<file path="config.mk">
export PLATFORM = sky130hd
export DESIGN_NAME = cmd_responder
export DESIGN_NICKNAME = d
export VERILOG_FILES = /design/src/rtl/cmdrsp_pkg.sv /design/src/rtl/cmdrsp_rtc.sv /design/src/rtl/cmdrsp_poll_timer.sv /design/src/rtl/cmdrsp_decode.sv /design/src/rtl/cmd_responder.sv
export SDC_FILE = /design/constraint.sdc
export NUM_CORES = 1
export LEC_CHECK = 0
export BUFFER_PORTS_ARGS = -buffer_cell sky130_fd_sc_hd__buf_4
export CAP_MARGIN = 10
export CORE_AREA = 2 2 188 153
export CTS_BUF_LIST = sky130_fd_sc_hd__clkbuf_4 sky130_fd_sc_hd__clkbuf_8 sky130_fd_sc_hd__clkbuf_16
export CTS_CLUSTER_SIZE = 14
export DETAILED_ROUTE_END_ITERATION = 16
export DIE_AREA = 0 0 190 155
export SLEW_MARGIN = 10
export SYNTH_ARGS = -nofsm -noshare
export SYNTH_HDL_FRONTEND = slang
export SYNTH_SLANG_ARGS = --single-unit
</file>
<file path="constraint.sdc">
create_clock -name clk -period 3.4 [get_ports clk]
set_clock_uncertainty 0.2 [all_clocks]
set_input_delay 0.68 -clock clk [delete_from_list [all_inputs] [get_ports clk]]
set_output_delay 0.68 -clock clk [all_outputs]
set_load 0.01 [all_outputs]
</file>
<file path="src/rtl/cmdrsp_pkg.sv">
// Shared codes and types for the command packet responder.
// Assumes byte 0 of every buffer sits in bits 7:0.
package cmdrsp_pkg;
    // packet type codes (byte 0)
    localparam logic [7:0] PT_BUS = 8'h00;
    localparam logic [7:0] PT_DEV = 8'h01;
    localparam logic [7:0] PT_ERR = 8'h02;
    // device command codes (byte 1)
    localparam logic [7:0] CMD_AUTOPOLL  = 8'h01;
    localparam logic [7:0] CMD_GET_TIME  = 8'h03;
    localparam logic [7:0] CMD_SET_TIME  = 8'h09;
    localparam logic [7:0] CMD_POWER_OFF = 8'h0A;
    localparam logic [7:0] CMD_RESTART   = 8'h11;
    localparam logic [7:0] CMD_NOP_A     = 8'h13;
    localparam logic [7:0] CMD_NOP_B     = 8'h14;
    localparam logic [7:0] CMD_NOP_C     = 8'h19;
    localparam logic [7:0] CMD_NOP_D     = 8'h21;
    // reply bytes
    localparam logic [7:0] ST_OK     = 8'h00;
    localparam logic [7:0] POLL_MARK = 8'h40;
    localparam logic [7:0] ERR_SHORT = 8'hFF;
    // decoder looks at this many leading packet bytes
    localparam int DEC_BYTES = 6;
    localparam int SEC_W     = 32;

    typedef enum logic [1:0] {ACT_NONE, ACT_REPLY, ACT_BUS} act_e;
    typedef enum logic [1:0] {SYS_NONE, SYS_OFF, SYS_RESTART} sys_e;
    typedef enum logic [1:0] {ST_IDLE, ST_BUS_WAIT, ST_POLL_WAIT} state_e;
endpackage

</file>
<file path="src/rtl/cmdrsp_rtc.sv">
// Seconds counter for the real-time clock.
// Counts tick pulses modulo 2^SEC_W; a load takes priority over a tick.
module cmdrsp_rtc
    import cmdrsp_pkg::*;
(
    input  logic             clk,
    input  logic             rst_n,
    input  logic             tick,
    input  logic             load,
    input  logic [SEC_W-1:0] load_val,
    output logic [SEC_W-1:0] secs
);
    // hold, load or advance the seconds count
    always_ff @(posedge clk) begin
        if (!rst_n)     secs <= '0;
        else if (load)  secs <= load_val;
        else if (tick)  secs <= secs + SEC_W'(1);
    end
endmodule

</file>
<file path="src/rtl/cmdrsp_poll_timer.sv">
// Auto-poll period generator.
// Held at zero while disabled, so enabling always starts a fresh period;
// fires a one-cycle strobe every DIV cycles while enabled. Assumes DIV >= 2.
module cmdrsp_poll_timer #(
    parameter int DIV = 2_000_000,
    localparam int CW = $clog2(DIV)
) (
    input  logic clk,
    input  logic rst_n,
    input  logic en,
    output logic due
);
    logic [CW-1:0] cnt_q;

    assign due = en && (cnt_q == CW'(DIV - 1));

    // period counter, wraps at DIV-1
    always_ff @(posedge clk) begin
        if (!rst_n || !en) cnt_q <= '0;
        else if (due)      cnt_q <= '0;
        else               cnt_q <= cnt_q + CW'(1);
    end
endmodule

</file>
<file path="src/rtl/cmdrsp_decode.sv">
// Combinational packet decoder.
// Looks at the first DEC_BYTES bytes and the length, and yields the
// action, the local reply and the side effects. Results are only
// meaningful while the top accepts a packet. Assumes OUT_BYTES >= 7.
module cmdrsp_decode
    import cmdrsp_pkg::*;
#(
    parameter int IN_LW     = 4,
    parameter int OUT_BYTES = 8,
    parameter int OUT_LW    = 4
) (
    input  logic [IN_LW-1:0]       pkt_len,
    input  logic [DEC_BYTES*8-1:0] pkt_head,
    input  logic [SEC_W-1:0]       secs,
    output act_e                   act,
    output logic [OUT_LW-1:0]      rep_len,
    output logic [OUT_BYTES*8-1:0] rep_data,
    output logic                   sec_load,
    output logic [SEC_W-1:0]       sec_val,
    output logic                   ap_write,
    output logic                   ap_val,
    output sys_e                   sys
);
    logic [7:0] b [DEC_BYTES];

    // split the packet head into bytes
    for (genvar i = 0; i < DEC_BYTES; i++) begin : g_split
        assign b[i] = pkt_head[i*8 +: 8];
    end

    assign sec_val = {b[2], b[3], b[4], b[5]};

    // command decode and reply assembly
    always_comb begin
        act      = ACT_NONE;
        rep_len  = '0;
        rep_data = '0;
        sec_load = 1'b0;
        ap_write = 1'b0;
        ap_val   = 1'b0;
        sys      = SYS_NONE;
        if (pkt_len != '0) begin
            act            = ACT_REPLY;
            rep_len        = OUT_LW'(2);
            rep_data[15:0] = {ST_OK, PT_DEV};
            if (b[0] == PT_BUS) begin
                act = ACT_BUS;
            end else if (b[0] != PT_DEV) begin
                rep_data[15:0] = {b[0], PT_ERR};
            end else if (pkt_len < IN_LW'(2)) begin
                rep_data[15:0] = {ERR_SHORT, PT_ERR};
            end else begin
                case (b[1])
                    CMD_AUTOPOLL: begin
                        ap_write = 1'b1;
                        ap_val   = (pkt_len >= IN_LW'(3)) && (b[2] != 8'h00);
                    end
                    CMD_GET_TIME: begin
                        rep_len        = OUT_LW'(7);
                        rep_data[55:0] = {secs[7:0], secs[15:8], secs[23:16],
                                          secs[31:24], CMD_GET_TIME, ST_OK, PT_DEV};
                    end
                    CMD_SET_TIME: begin
                        if (pkt_len >= IN_LW'(6)) sec_load = 1'b1;
                        else rep_data[15:0] = {CMD_SET_TIME, PT_ERR};
                    end
                    CMD_POWER_OFF: sys = SYS_OFF;
                    CMD_RESTART:   sys = SYS_RESTART;
                    CMD_NOP_A, CMD_NOP_B, CMD_NOP_C, CMD_NOP_D: ;
                    default: rep_data[15:0] = {b[1], PT_ERR};
                endcase
            end
        end
    end
endmodule

</file>
<file path="src/rtl/cmd_responder.sv">
// Peripheral command packet responder (top).
// Accepts one packet per strobe while idle, answers device and error
// packets one cycle later, forwards bus packets and auto-polls to an
// external hook and frames the answer. Packets arriving while a hook
// request is outstanding are dropped. Assumes IN_BYTES >= 6,
// HOOK_BYTES >= 5 and hook_rlen <= HOOK_BYTES.
module cmd_responder
    import cmdrsp_pkg::*;
#(
    parameter int  IN_BYTES   = 8,
    parameter int  HOOK_BYTES = 6,
    parameter int  POLL_DIV   = 2_000_000,
    localparam int IN_LW      = $clog2(IN_BYTES + 1),
    localparam int HOOK_LW    = $clog2(HOOK_BYTES + 1),
    localparam int OUT_BYTES  = HOOK_BYTES + 2,
    localparam int OUT_LW     = $clog2(OUT_BYTES + 1)
) (
    input  logic                      clk,
    input  logic                      rst_n,
    input  logic                      tick_1s,
    input  logic                      pkt_valid,
    input  logic [IN_LW-1:0]          pkt_len,
    input  logic [IN_BYTES*8-1:0]     pkt_data,
    output logic                      rsp_valid,
    output logic [OUT_LW-1:0]         rsp_len,
    output logic [OUT_BYTES*8-1:0]    rsp_data,
    output logic                      shutdown_req,
    output logic                      reset_req,
    output logic                      hook_req,
    output logic                      hook_poll,
    output logic [IN_LW-1:0]          hook_len,
    output logic [(IN_BYTES-1)*8-1:0] hook_data,
    input  logic                      hook_done,
    input  logic [7:0]                hook_status,
    input  logic [HOOK_LW-1:0]        hook_rlen,
    input  logic [HOOK_BYTES*8-1:0]   hook_rdata
);
    state_e                 state_q;
    sys_e                   sys_q;
    logic                   ap_on_q;
    logic                   poll_pend_q;
    logic                   poll_due;
    logic [SEC_W-1:0]       secs;
    logic                   sec_load;

    act_e                   dec_act;
    logic [OUT_LW-1:0]      dec_len;
    logic [OUT_BYTES*8-1:0] dec_data;
    logic                   dec_sec_load;
    logic [SEC_W-1:0]       dec_sec_val;
    logic                   dec_ap_write;
    logic                   dec_ap_val;
    sys_e                   dec_sys;

    logic take_pkt;
    logic issue_poll;

    assign take_pkt   = (state_q == ST_IDLE) && pkt_valid && (dec_act != ACT_NONE);
    assign issue_poll = (state_q == ST_IDLE) && poll_pend_q && ap_on_q && !take_pkt;
    assign sec_load   = take_pkt && dec_sec_load;

    cmdrsp_decode #(
        .IN_LW     (IN_LW),
        .OUT_BYTES (OUT_BYTES),
        .OUT_LW    (OUT_LW)
    ) u_decode (
        .pkt_len  (pkt_len),
        .pkt_head (pkt_data[DEC_BYTES*8-1:0]),
        .secs     (secs),
        .act      (dec_act),
        .rep_len  (dec_len),
        .rep_data (dec_data),
        .sec_load (dec_sec_load),
        .sec_val  (dec_sec_val),
        .ap_write (dec_ap_write),
        .ap_val   (dec_ap_val),
        .sys      (dec_sys)
    );

    cmdrsp_rtc u_rtc (
        .clk      (clk),
        .rst_n    (rst_n),
        .tick     (tick_1s),
        .load     (sec_load),
        .load_val (dec_sec_val),
        .secs     (secs)
    );

    cmdrsp_poll_timer #(
        .DIV (POLL_DIV)
    ) u_poll (
        .clk   (clk),
        .rst_n (rst_n),
        .en    (ap_on_q),
        .due   (poll_due)
    );

    // auto-poll enable, written by the auto-poll command
    always_ff @(posedge clk) begin
        if (!rst_n)                          ap_on_q <= 1'b0;
        else if (take_pkt && dec_ap_write)   ap_on_q <= dec_ap_val;
    end

    // remembers a poll period that expired until the hook is free
    always_ff @(posedge clk) begin
        if (!rst_n || !ap_on_q) poll_pend_q <= 1'b0;
        else if (poll_due)      poll_pend_q <= 1'b1;
        else if (issue_poll)    poll_pend_q <= 1'b0;
    end

    // main sequencer: replies, hook requests and system pulses
    always_ff @(posedge clk) begin
        if (!rst_n) begin
            state_q      <= ST_IDLE;
            sys_q        <= SYS_NONE;
            rsp_valid    <= 1'b0;
            rsp_len      <= '0;
            rsp_data     <= '0;
            shutdown_req <= 1'b0;
            reset_req    <= 1'b0;
            hook_req     <= 1'b0;
            hook_poll    <= 1'b0;
            hook_len     <= '0;
            hook_data    <= '0;
        end else begin
            rsp_valid    <= 1'b0;
            hook_req     <= 1'b0;
            shutdown_req <= (sys_q == SYS_OFF);
            reset_req    <= (sys_q == SYS_RESTART);
            sys_q        <= SYS_NONE;
            case (state_q)
                ST_IDLE: begin
                    if (take_pkt) begin
                        if (dec_act == ACT_BUS) begin
                            hook_req  <= 1'b1;
                            hook_poll <= 1'b0;
                            hook_len  <= pkt_len - IN_LW'(1);
                            hook_data <= pkt_data[IN_BYTES*8-1:8];
                            state_q   <= ST_BUS_WAIT;
                        end else begin
                            rsp_valid <= 1'b1;
                            rsp_len   <= dec_len;
                            rsp_data  <= dec_data;
                            sys_q     <= dec_sys;
                        end
                    end else if (issue_poll) begin
                        hook_req  <= 1'b1;
                        hook_poll <= 1'b1;
                        hook_len  <= '0;
                        state_q   <= ST_POLL_WAIT;
                    end
                end
                ST_BUS_WAIT: begin
                    if (hook_done) begin
                        rsp_valid <= 1'b1;
                        rsp_len   <= OUT_LW'(hook_rlen) + OUT_LW'(2);
                        rsp_data  <= {hook_rdata, hook_status, PT_BUS};
                        state_q   <= ST_IDLE;
                    end
                end
                ST_POLL_WAIT: begin
                    if (hook_done) begin
                        if (hook_rlen != '0) begin
                            rsp_valid <= 1'b1;
                            rsp_len   <= OUT_LW'(hook_rlen) + OUT_LW'(2);
                            rsp_data  <= {hook_rdata, POLL_MARK, PT_BUS};
                        end
                        state_q <= ST_IDLE;
                    end
                end
                default: state_q <= ST_IDLE;
            endcase
        end
    end
endmodule

</file>
* Word level (Yosys, flattened, before mapping)
Index checks and enable logic that the tools add are counted.
** Operators by class
- Add/subtract/negate cells :: 4
- $lt $le $gt $ge :: 3
- Eq/ne operators :: 25
- Muxes and demuxes :: 69
- Bitwise gates (word level) :: 4
- Reduce and logical (&&, ||, !) cells :: 32
** Operators by type and width (number)
- $mux W64 :: 5
- $pmux W64 S3 :: 1
- $mux W40 :: 3
- $mux W56 :: 2
- $mux W32 :: 2
- $mux W4 :: 12
- $add A32 B1 Y32 const B :: 1
- $eq A8 B5 Y1 const B :: 4
- $mux W16 :: 2
- $pmux W16 S2 :: 1
- $mux W1 :: 29
- $add A21 B1 Y21 const B :: 1
- $eq A21 B21 Y1 const B :: 1
- $eq A8 B4 Y1 const B :: 2
- $reduce_or A8 Y1 :: 2
- $mux W12 :: 1
- $mux W2 :: 6
- $pmux W4 S3 :: 1
- $ne A2 B2 Y1 const B :: 5
- $logic_and A1 B1 Y1 :: 9
- $reduce_and A3 Y1 :: 3
- $eq A8 B1 Y1 const B :: 1
- $eq A8 B2 Y1 const B :: 1
- $eq A8 B6 Y1 const B :: 1
- 26 further kinds :: 41
** Word-level totals
- Register bits after elaboration :: 192
- Input bits :: 132
- Logic and storage cells :: 152

* Depth between registers and ports, before layout
Gate-level depths: netlist of run 1.
- Depth in word-level cells :: 10
- Mapped depth :: 10
- Depth with buffers taken out :: 8

* By module
From an unflattened synthesis of run 1, not the netlist that was laid out.
** Second synthesis, totals
- Cell total of the unflattened synthesis :: 1288
- Area, all modules :: 10196.0 um^2
** Modules (own cells, without submodules)
- cmd_responder :: times used 1, cells each 769, area an instance 6199.7 um^2
- cmdrsp_rtc :: times used 1, cells each 236, area an instance 1860.5 um^2
- cmdrsp_decode :: times used 1, cells each 172, area an instance 1188.6 um^2
- cmdrsp_poll_timer :: times used 1, cells each 111, area an instance 947.2 um^2

* Worst setup path after synthesis of run 1
No wires, ideal clock.
- Path kind :: input-to-reg
- Start point :: input pkt_data[7]
- End point :: register hook_data[37]
- Arrival time :: 2313 ps
- Data required time :: 3068 ps
- Setup slack :: 755 ps
- Cell stages on the path :: 8
- Buffers on the path :: 3
- Cell sequence :: or4_4 > or3_4 > or2_1 > buf_2 > buf_6 > buf_6 > nand2_1 > a21oi_1
** Between the ends
- Longest elaborated chain between the ends :: 6
** Ends and longest elaborated chain
- start, declared :: RTL line cmd_responder.sv:23 : input logic [IN_BYTES*8-1:0] pkt_data,
- $logic_not A8 Y1 (*) :: RTL line cmdrsp_decode.sv:46 : if (b[0] == PT_BUS) begin
- $mux W2 (*) :: RTL line cmdrsp_decode.sv:46
- $mux W2 (*) :: RTL line cmdrsp_decode.sv:42 : if (pkt_len != '0) begin
- $reduce_bool A2 Y1 :: RTL line cmd_responder.sv:58 : assign take_pkt = (state_q == ST_IDLE) && pkt_valid && (dec_act != ACT_NONE);
- $logic_and A1 B1 Y1 :: RTL line cmd_responder.sv:58
- $reduce_and A3 Y1 (no source line) (*)
- end signal, assigned :: RTL line cmd_responder.sv:138 : hook_data <= pkt_data[IN_BYTES*8-1:8];
- end, declared :: RTL line cmd_responder.sv:32 : output logic [(IN_BYTES-1)*8-1:0] hook_data,
Mark *: on every way between the ends. The rest lies on a longest branch, timed or not.
A chain may end at the register's enable or synchronous reset.

* Worst setup path after layout of run 1
- Start point :: input pkt_data[7]
- End point :: register rsp_data[49]
** Between the ends
- Longest elaborated chain between the ends :: 7
** Ends and longest elaborated chain
- $ne A8 B1 Y1 or $logic_not A8 Y1 (tied branches) :: RTL line cmdrsp_decode.sv:48, cmdrsp_decode.sv:46
- $mux W40 or $mux W2 (tied branches) :: RTL line cmdrsp_decode.sv:48, cmdrsp_decode.sv:46
- $mux W56 or $mux W2 (tied branches) :: RTL line cmdrsp_decode.sv:46, cmdrsp_decode.sv:42
- $mux W56 or $reduce_bool A2 Y1 (tied branches) :: RTL line cmdrsp_decode.sv:42, cmd_responder.sv:58
- $mux W64 or $logic_and A1 B1 Y1 (tied branches) :: RTL line cmd_responder.sv:134, cmd_responder.sv:58
- $mux W64 or $ne A2 B2 Y1 (tied branches)
- $pmux W64 S3 or $reduce_and A6 Y1 (tied branches)
- end signal, assigned :: RTL line cmd_responder.sv:143 : rsp_data <= dec_data;
- end signal, assigned :: RTL line cmd_responder.sv:157 : rsp_data <= {hook_rdata, hook_status, PT_BUS};
- end signal, assigned :: RTL line cmd_responder.sv:166 : rsp_data <= {hook_rdata, POLL_MARK, PT_BUS};
- end, declared :: RTL line cmd_responder.sv:26 : output logic [OUT_BYTES*8-1:0] rsp_data,
Parallel ways exist; a longest one is shown, timed or not. The select of a mux whose other input is x is not followed.

==> results.toml, run 1 <==
[floorplanning]
die_h_um = 155
ioPinCount = 265
die_area_um2 = 29500
die_x_um = 190
core_area_um2 = 27700
start_util = 0.294
rows = 55

[placement]
hpwl_mm = 20.2
gp_congestion = 0.868
io_buffers = 258

[sta]
final-hold-violation-count = 0
finalSetupTns_ns = 0
rsz0062_at_grt = "no"
setup_viol = 0
slew_headroom = 0.478
fmax_ghz = 0.373
worstMarginPinSlew_ns = 0.783
fin_crit_ns = 2.68
finalMaxSlewViolations = 0
finalCritPeriodShare = 0.788

[setup_path]
cp_cell_sequence = "buf_4 -> or4_4 -> o311ai_1 -> a221o_2 -> buf_12 -> a221oi_1 -> nor2_1"
cpLargestDelayFamily = "compound AO/OA/AOI/OAI gates"
critical_path_class = "in2reg"
r2r_start = "state_q[0]$_SDFFE_PN0P_"
crit_buf_inv = 2
r2r-end = "rsp_data[52]$_SDFFE_PN0P_"
r2r_setup_slack_ns = 0.80
crit_slowest_cell = "a221o_2"
max_stage_delay_ns = 0.57
reg2reg_depth = 9
critPathRequiredTime_ns = 3.57
critPathLaunchType = "input port"
crit_path_end_kind = "flop"
path_max_fanout = 25
cp.arrival_ns = 2.85
cp-startpoint = "pkt_data[7]"

[logic_synthesis]
synth.cell_area_um2 = 8150
yosys-top-cells-count = "186 x dfxtp_1, 171 x nand2_1, 108 x nor2_1"
synthArstFlopShare = 0
synthTopCellsByArea = "dfxtp_1 46%, nand2_1 7.9%, a21oi_1 5.8%"
seq_area_frac_synth = 0.457
yosys.cell_types.count = 60
synth_top_area_frac = 0.457
synth_seq_cells = 186
synth_top_flop_cell = "dfxtp_1"
synth_warnings = 0
synth.most_common_cell = "dfxtp_1"
yosys.area.top_type = "dfxtp_1"
netlist_instances = 998
syn_area_per_cell_um2 = 8.17
synth_edf_count = 0

[global_routing]
gr-total-overflow = 0
grt_use_total = 0.185
grt_pass1_wl_mm = 42.6
grt_pass1_vias = 7484
grt_max_degree = 68
gr-usage-met3 = 0.0528
gr-usage-met2 = 0.256
antenna_found_initial = 0
use_met1 = 0.275
top_usage_layer = "met1"

[cts]
clkTransAtPathRegs_ns = 0.08
cts_tree = "done"
cts-resized-gates = 0
clockRootBuffer = "clkbuf_16"
post_cts_buffers = 0
cts_buffers = 17
worstSkewPairLatency_ns = 0.44
hold_buffers = 0
clock-sinks = 186
htree_levels = 4
clockBufferDepth = 2

[route]
routed_wirelength_mm = 27.5
viasPerCell = 4.97
detail_route.iter0.violations = 624
via_count = 7983
drc = 0
dr.pass1.iters = 5
wl_per_cell_um = 17.1
ant_nets = 0

[power_and_ir_drop]
pwr-share-comb = 0.093
pwr-share-seq = 0.485
p_int_mw = 3.41
power.switching_mw = 1.21
swShare = 0.262
ir_drop_mv = 0.314
p_leak_nw = 4.26
p_per_area_nw_per_um2 = 420
p_clk_frac = 0.423

[finish]
nets = 1365
n_antenna_cell = 0
drive_gt1_frac = 0.265
final_util = 0.396
syn2layout_area_growth_pct = 34.9

[hold_path]
hold_class = "reg2reg"
holdPathStages = 1
holdCritStartpoint = "sys_q[1]$_SDFF_PP0_"
whs_endpoint = "shutdown_req$_SDFF_PN0_"

[run]
drv_cap = 0

[outcome]
outcome = "finished clean"
-- cell families after synthesis --
| family | Yosys count | share of synthesized area |
|---|---|---|
| and+or+nand+nor | 416 | 0.234 |
| AOI/OAI and AO/OA | 238 | 0.178 |
| DFF | 186 | 0.457 |
| buffers and inverters | 90 | 0.0536 |
| xor gates and xnor gates | 53 | 0.0570 |
| adders and majority gates | 10 | 0.0154 |
| muxes | 4 | 0.00491 |
| other | 1 | 0.000460 |
-- metal layers --
layer / share of wire / wire length [um] / vias up
li1: - / - / 3916
met1: 0.50 / 13700 / 3721
met2: 0.40 / 11000 / 311
met3: 0.084 / 2300 / 35
met4: 0.019 / 512 / 0
met5: 0 / 0 / -
-- worst register-to-register path: stages (launching register included) --
cell and delay, ns:
dfxtp_1 0.36, inv_1 0.09, ha_1 0.43, a21oi_1 0.18, buf_4 0.19, nand3_1 0.13
nor4b_4 0.24, buf_4 0.42, a221oi_1 0.17, nor2_1 0.13
-- power by group through the flow --
stage | combinational [mW] | sequential, mW | clock, mW
6_report | 0.428 | 2.24 | 1.95
4_1_cts | 0.427 | 2.24 | 2.02
2_1_floorplan | 0.156 | 2.30 | 0
5_1_grt | 0.465 | 2.24 | 2.11
3_3_place_gp | 0.425 | 2.29 | 0
3_5_place_dp | 0.425 | 2.29 | 0
-- per-stage QoR --
stage	cells	total power, mW	setup WS, ns	area [um2]	hold WS, ns
floorplan	1003	2.45	0.755	8170	0.182
global placement	1574	2.71	0.294	10400	0.198
detailed placement	1574	2.71	0.256	10400	0.201
CTS	1606	4.68	0.722	11000	0.221
global route	1606	4.81	0.520	11000	0.233
finish	1606	4.62	0.721	11000	0.217
-- flip-flops by register name (all words and copies together), names as in the netlist --
register      count
u_rtc.secs       32
reset_req         1
u_poll.cnt_q     21
hook_req          1
hook_len          4
rsp_data         58
state_q           2
hook_poll         1
shutdown_req      1
rsp_valid         1
ap_on_q           1
sys_q             2
rsp_len           4
poll_pend_q       1
hook_data        56
-- cells in the final DEF (no fill, tap or decap), types with 2 or more instances in the layout --
cell        netlist  final
inv_8             0      3
nor2_1          108    108
buf_12            0      6
inv_6             0      7
nand4_1          15     15
nor4b_1           3      3
clkinvlp_4        0      3
conb_1            1      6
ha_1             10     10
xor2_1           21     21
a32o_1            2      2
nand3_1          40     40
dfxtp_1         186    186
a21oi_1          95     95
nor3_1           19     19
buf_4             9    271
a221oi_1         33     32
nor4_1            8      8
mux2i_1           4      4
o211ai_1          2      2
nand2_1         171    171
and3_1           16     16
and4_1            3      3
or2_2             1      2
o22a_1            2      2
o21ai_0          59     59
nor2b_1           4      4
a211oi_1         19     19
and2_1            8      8
xnor2_1          32     32
inv_1            13     13
or3b_2            3      3
o41ai_1           3      3
a31oi_1           9      9
or3_1             3      3
a22oi_1           5      5
clkbuf_16         0     17
-- how the worst max path moves through the flow --
stage	endpoint	slack, ns	cells after the start
final	rsp_data[49]$_SDFFE_PN0P_	0.72	7
after global routing	rsp_data[46]$_SDFFE_PN0P_	0.52	9
after global placement	rsp_data[44]$_SDFFE_PN0P_	0.29	7
after detailed placement	rsp_data[49]$_SDFFE_PN0P_	0.26	7
after floorplan	hook_data[37]$_SDFFE_PN0P_	0.76	8
after CTS	rsp_data[57]$_SDFFE_PN0P_	0.72	7
-- area by class of cell --
class,count,area (um2)
clock inverter,14,126
tap,370,463
inverter,14,53.8
fill,2838,16700
multi-input combinational,727,4030
sequential,186,3720
clock buffer,18,439
timing repair buffer,277,2150
No activity file was read; power rests on OpenSTA's default activity.
==> run 2, diff against run 1 <==
--- a/config.mk
+++ b/config.mk
@@ -5,13 +5,14 @@
 export SDC_FILE = /design/constraint.sdc
 export NUM_CORES = 1
 export LEC_CHECK = 0
+export ABC_AREA = 1
 export BUFFER_PORTS_ARGS = -buffer_cell sky130_fd_sc_hd__buf_4
 export CAP_MARGIN = 10
-export CORE_AREA = 2 2 188 153
+export CORE_AREA = 2 2 195 158
 export CTS_BUF_LIST = sky130_fd_sc_hd__clkbuf_4 sky130_fd_sc_hd__clkbuf_8 sky130_fd_sc_hd__clkbuf_16
 export CTS_CLUSTER_SIZE = 14
 export DETAILED_ROUTE_END_ITERATION = 16
-export DIE_AREA = 0 0 190 155
+export DIE_AREA = 0 0 197 160
 export SLEW_MARGIN = 10
 export SYNTH_ARGS = -nofsm -noshare
 export SYNTH_HDL_FRONTEND = slang
==> constraint.sdc (replaced) <==
create_clock -name clk -period 2.4 [get_ports clk]
set_clock_uncertainty 0.2 [all_clocks]
set_input_delay 0.48 -clock clk [delete_from_list [all_inputs] [get_ports clk]]
set_output_delay 0.48 -clock clk [all_outputs]
set_load 0.01 [all_outputs]
==> run 2 against run 1 <==
  * Via count grew 16%
  * Combinational power grew to 6.1 times the previous value
  * Clock power grew 37%
  * Critical path type is now reg2reg
  * Largest cell class unchanged
  * Largest power group unchanged
==> results.toml, run 2 <==
[outcome]
outcome = "finished clean"

[setup_path]
reg2reg_depth = 9
r2r_setup_slack_ns = 0.17
cpLargestDelayFamily = "simple AND/OR/NAND/NOR gates"
cp_cell_sequence = "inv_1 -> nor3_1 -> nand2_1 -> nor3_1 -> nand2_1 -> or2_1 -> nand2_1 -> a21oi_1 -> nor2_1"
crit_path_end_kind = "flop"
max_stage_delay_ns = 0.45
critPathLaunchType = "flop"
crit_cells = 9
cp.arrival_ns = 2.41
crit_buf_inv = 1
worst_path_most_repeated_cell = "nand2_1"
crit_slowest_cell = "dfxtp_1"
path_max_fanout = 4
critPathRequiredTime_ns = 2.57
critical_path_class = "reg2reg"

[finish]
largest_reg_flops = 58
top_register = "rsp_data"
layout_commonest_cell = "buf_4"
drive_gt1_frac = 0.248
syn2layout_area_growth_pct = 36.2
finalInstanceArea_um2 = 12000
fin_cells = 1914
nets = 1661
n_antenna_cell = 0
final_cell_mix = "303 x buf_4, 242 x nand2_1, 201 x nor2_1"
reg_top3 = "rsp_data (58), hook_data (56), u_rtc.secs (32)"

[placement]
hpwl_mm = 23.5
io_buffers = 258
gp_congestion = 0.950
dpl_cell_area_um2 = 11400
place_inst = 1883

[route]
wl_per_cell_um = 16.1
drc = 0
ant_nets = 0
dr.pass1.iters = 5
viasPerCell = 4.82
via_count = 9228
detail_route.iter0.violations = 556
routed_wirelength_mm = 30.8

[power_and_ir_drop]
ir_drop_mv = 0.486
p_per_area_nw_per_um2 = 741
p_leak_nw = 5.04

[sta]
rsz0062_at_grt = "no"
finalMaxSlewViolations = 0
final-hold-violation-count = 0
fin_crit_ns = 2.23
setup_viol = 0
finalCritPeriodShare = 0.931
fmax_ghz = 0.448

[floorplanning]
die_area_um2 = 31500
rows = 57
start_util = 0.294
core_area_um2 = 29800
die_x_um = 197
die_h_um = 160
ioPinCount = 265

[cts]
clkTransAtPathRegs_ns = 0.07
post_cts_buffers = 0
htree_levels = 4
clockBufferDepth = 2
hold_buffers = 0
cts-resized-gates = 0
clockRootBuffer = "clkbuf_16"
worstSkewPairLatency_ns = 0.44
cts_buffers = 17
clock-sinks = 186
cts_tree = "done"

[logic_synthesis]
synth_xor_area_frac = 0.0299
synth_top_area_frac = 0.424
synth.area.mux_share = 0
yosys.area_share.simple = 0.279
seq_area_frac_synth = 0.424
synth.most_common_cell = "nand2_1"
synthAdderAreaFrac = 0.0143
synth_top_family_by_area = "simple AND/OR/NAND/NOR gates"
synthArstFlopShare = 0
yosys-top-cells-count = "242 x nand2_1, 202 x nor2_1, 186 x dfxtp_1"
syn_area_per_cell_um2 = 7.02
synth_warnings = 0
synth_edf_count = 0
netlist_instances = 1250
synthTopCellsByArea = "dfxtp_1 42%, nand2_1 10%, nor2_1 8.6%"
synth_compound_area_frac = 0.176
synth_seq_cells = 186
yosys.cell_types.count = 43
yosys.area.top_type = "dfxtp_1"
synth.cell_area_um2 = 8770
synth_top_flop_cell = "dfxtp_1"

[hold_path]
holdPathStages = 3
hold_class = "in2reg"

[global_routing]
gr-total-overflow = 0
grt_pass1_wl_mm = 47.8
antenna_found_initial = 0
grt_pass1_vias = 8648
grt_max_degree = 57
grt_use_total = 0.194

[run]
drv_cap = 0
==> run 2: cell count changes after synthesis, moves of 12 or more <==
| cell | before | now |
|---|---|---|
| a21oi_1 | 95 | 146 |
| nand2_2 | 0 | 12 |
| xnor2_1 | 32 | 9 |
| o21ai_1 | 0 | 32 |
| a221oi_1 | 33 | 0 |
| nor2_1 | 108 | 202 |
| a211oi_1 | 19 | 2 |
| o21ai_0 | 59 | 103 |
| nand2_1 | 171 | 242 |
| and3_1 | 16 | 0 |
| inv_1 | 13 | 79 |
==> run 2: path summary, 6_finish.rpt <==
kind,start,endpoint
worst min-delay path,hook_rdata[2],rsp_data[18]$_SDFFE_PN0P_
worst max register to register,u_rtc.secs[7]$_SDFFE_PN0P_,u_rtc.secs[29]$_SDFFE_PN0P_
worst max-delay path,u_rtc.secs[7]$_SDFFE_PN0P_,u_rtc.secs[29]$_SDFFE_PN0P_
worst min register to register,sys_q[1]$_SDFF_PP0_,shutdown_req$_SDFF_PN0_
==> run 2: area by class of cell <==
type                            count  area (um2)
Sequential cell                   186        3720
Tap cell                          383         479
Clock inverter                     12        97.6
Inverter                           86         323
Clock buffer                       19         440
Multi-Input combinational cell    915        4410
Fill cell                        3123       17900
Timing Repair Buffer              313        2470
==> run 2: layer usage <==
metal	track usage	vias up	part of all wire
met5	0	-	0
met4	0.0475	0	0.012
met3	0.0577	23	0.084
met2	0.274	319	0.40
met1	0.285	4260	0.50
li1	-	4626	-
==> run 2: kinds of logic after synthesis <==
family	Yosys count
and+or+nand+nor	569
other	1
AOI/OAI and AO/OA	300
xor gates and xnor gates	30
buffers and inverters	154
DFF	186
adders and majority gates	10
==> run 2: where the power goes <==
| part | switching (mW) | total (mW) | internal [mW] |
|---|---|---|---|
| registers | 0.166 | 3.56 | 3.39 |
| logic | 1.51 | 2.63 | 1.12 |
| clock network | 1.31 | 2.67 | 1.36 |
==> run 2: worst reg2reg max path, delay by kind of cell, from the launching register on <==
family / cells / cell delay [ns]
AND/OR/NAND/NOR: 7 / 1.36
flip-flops: 1 / 0.45
buffers and inverters: 1 / 0.10
AO/OA/AOI/OAI: 1 / 0.06
==> run 2: through the flow <==
stage	hold WS (ns)	total power [mW]	util	TNS (ns)	setup WS (ns)
3_5_place_dp	0.226	6.26	0.383	-0.0108	-0.00982
2_1_floorplan	0.190	5.05	-	0	0.261
6_report	0.0919	8.85	0.401	0	0.166
5_1_grt	0.0878	9.38	0.401	0	0.0217
3_3_place_gp	0.229	6.24	0.383	0	0.0369
4_1_cts	0.0693	8.97	0.401	0	0.170
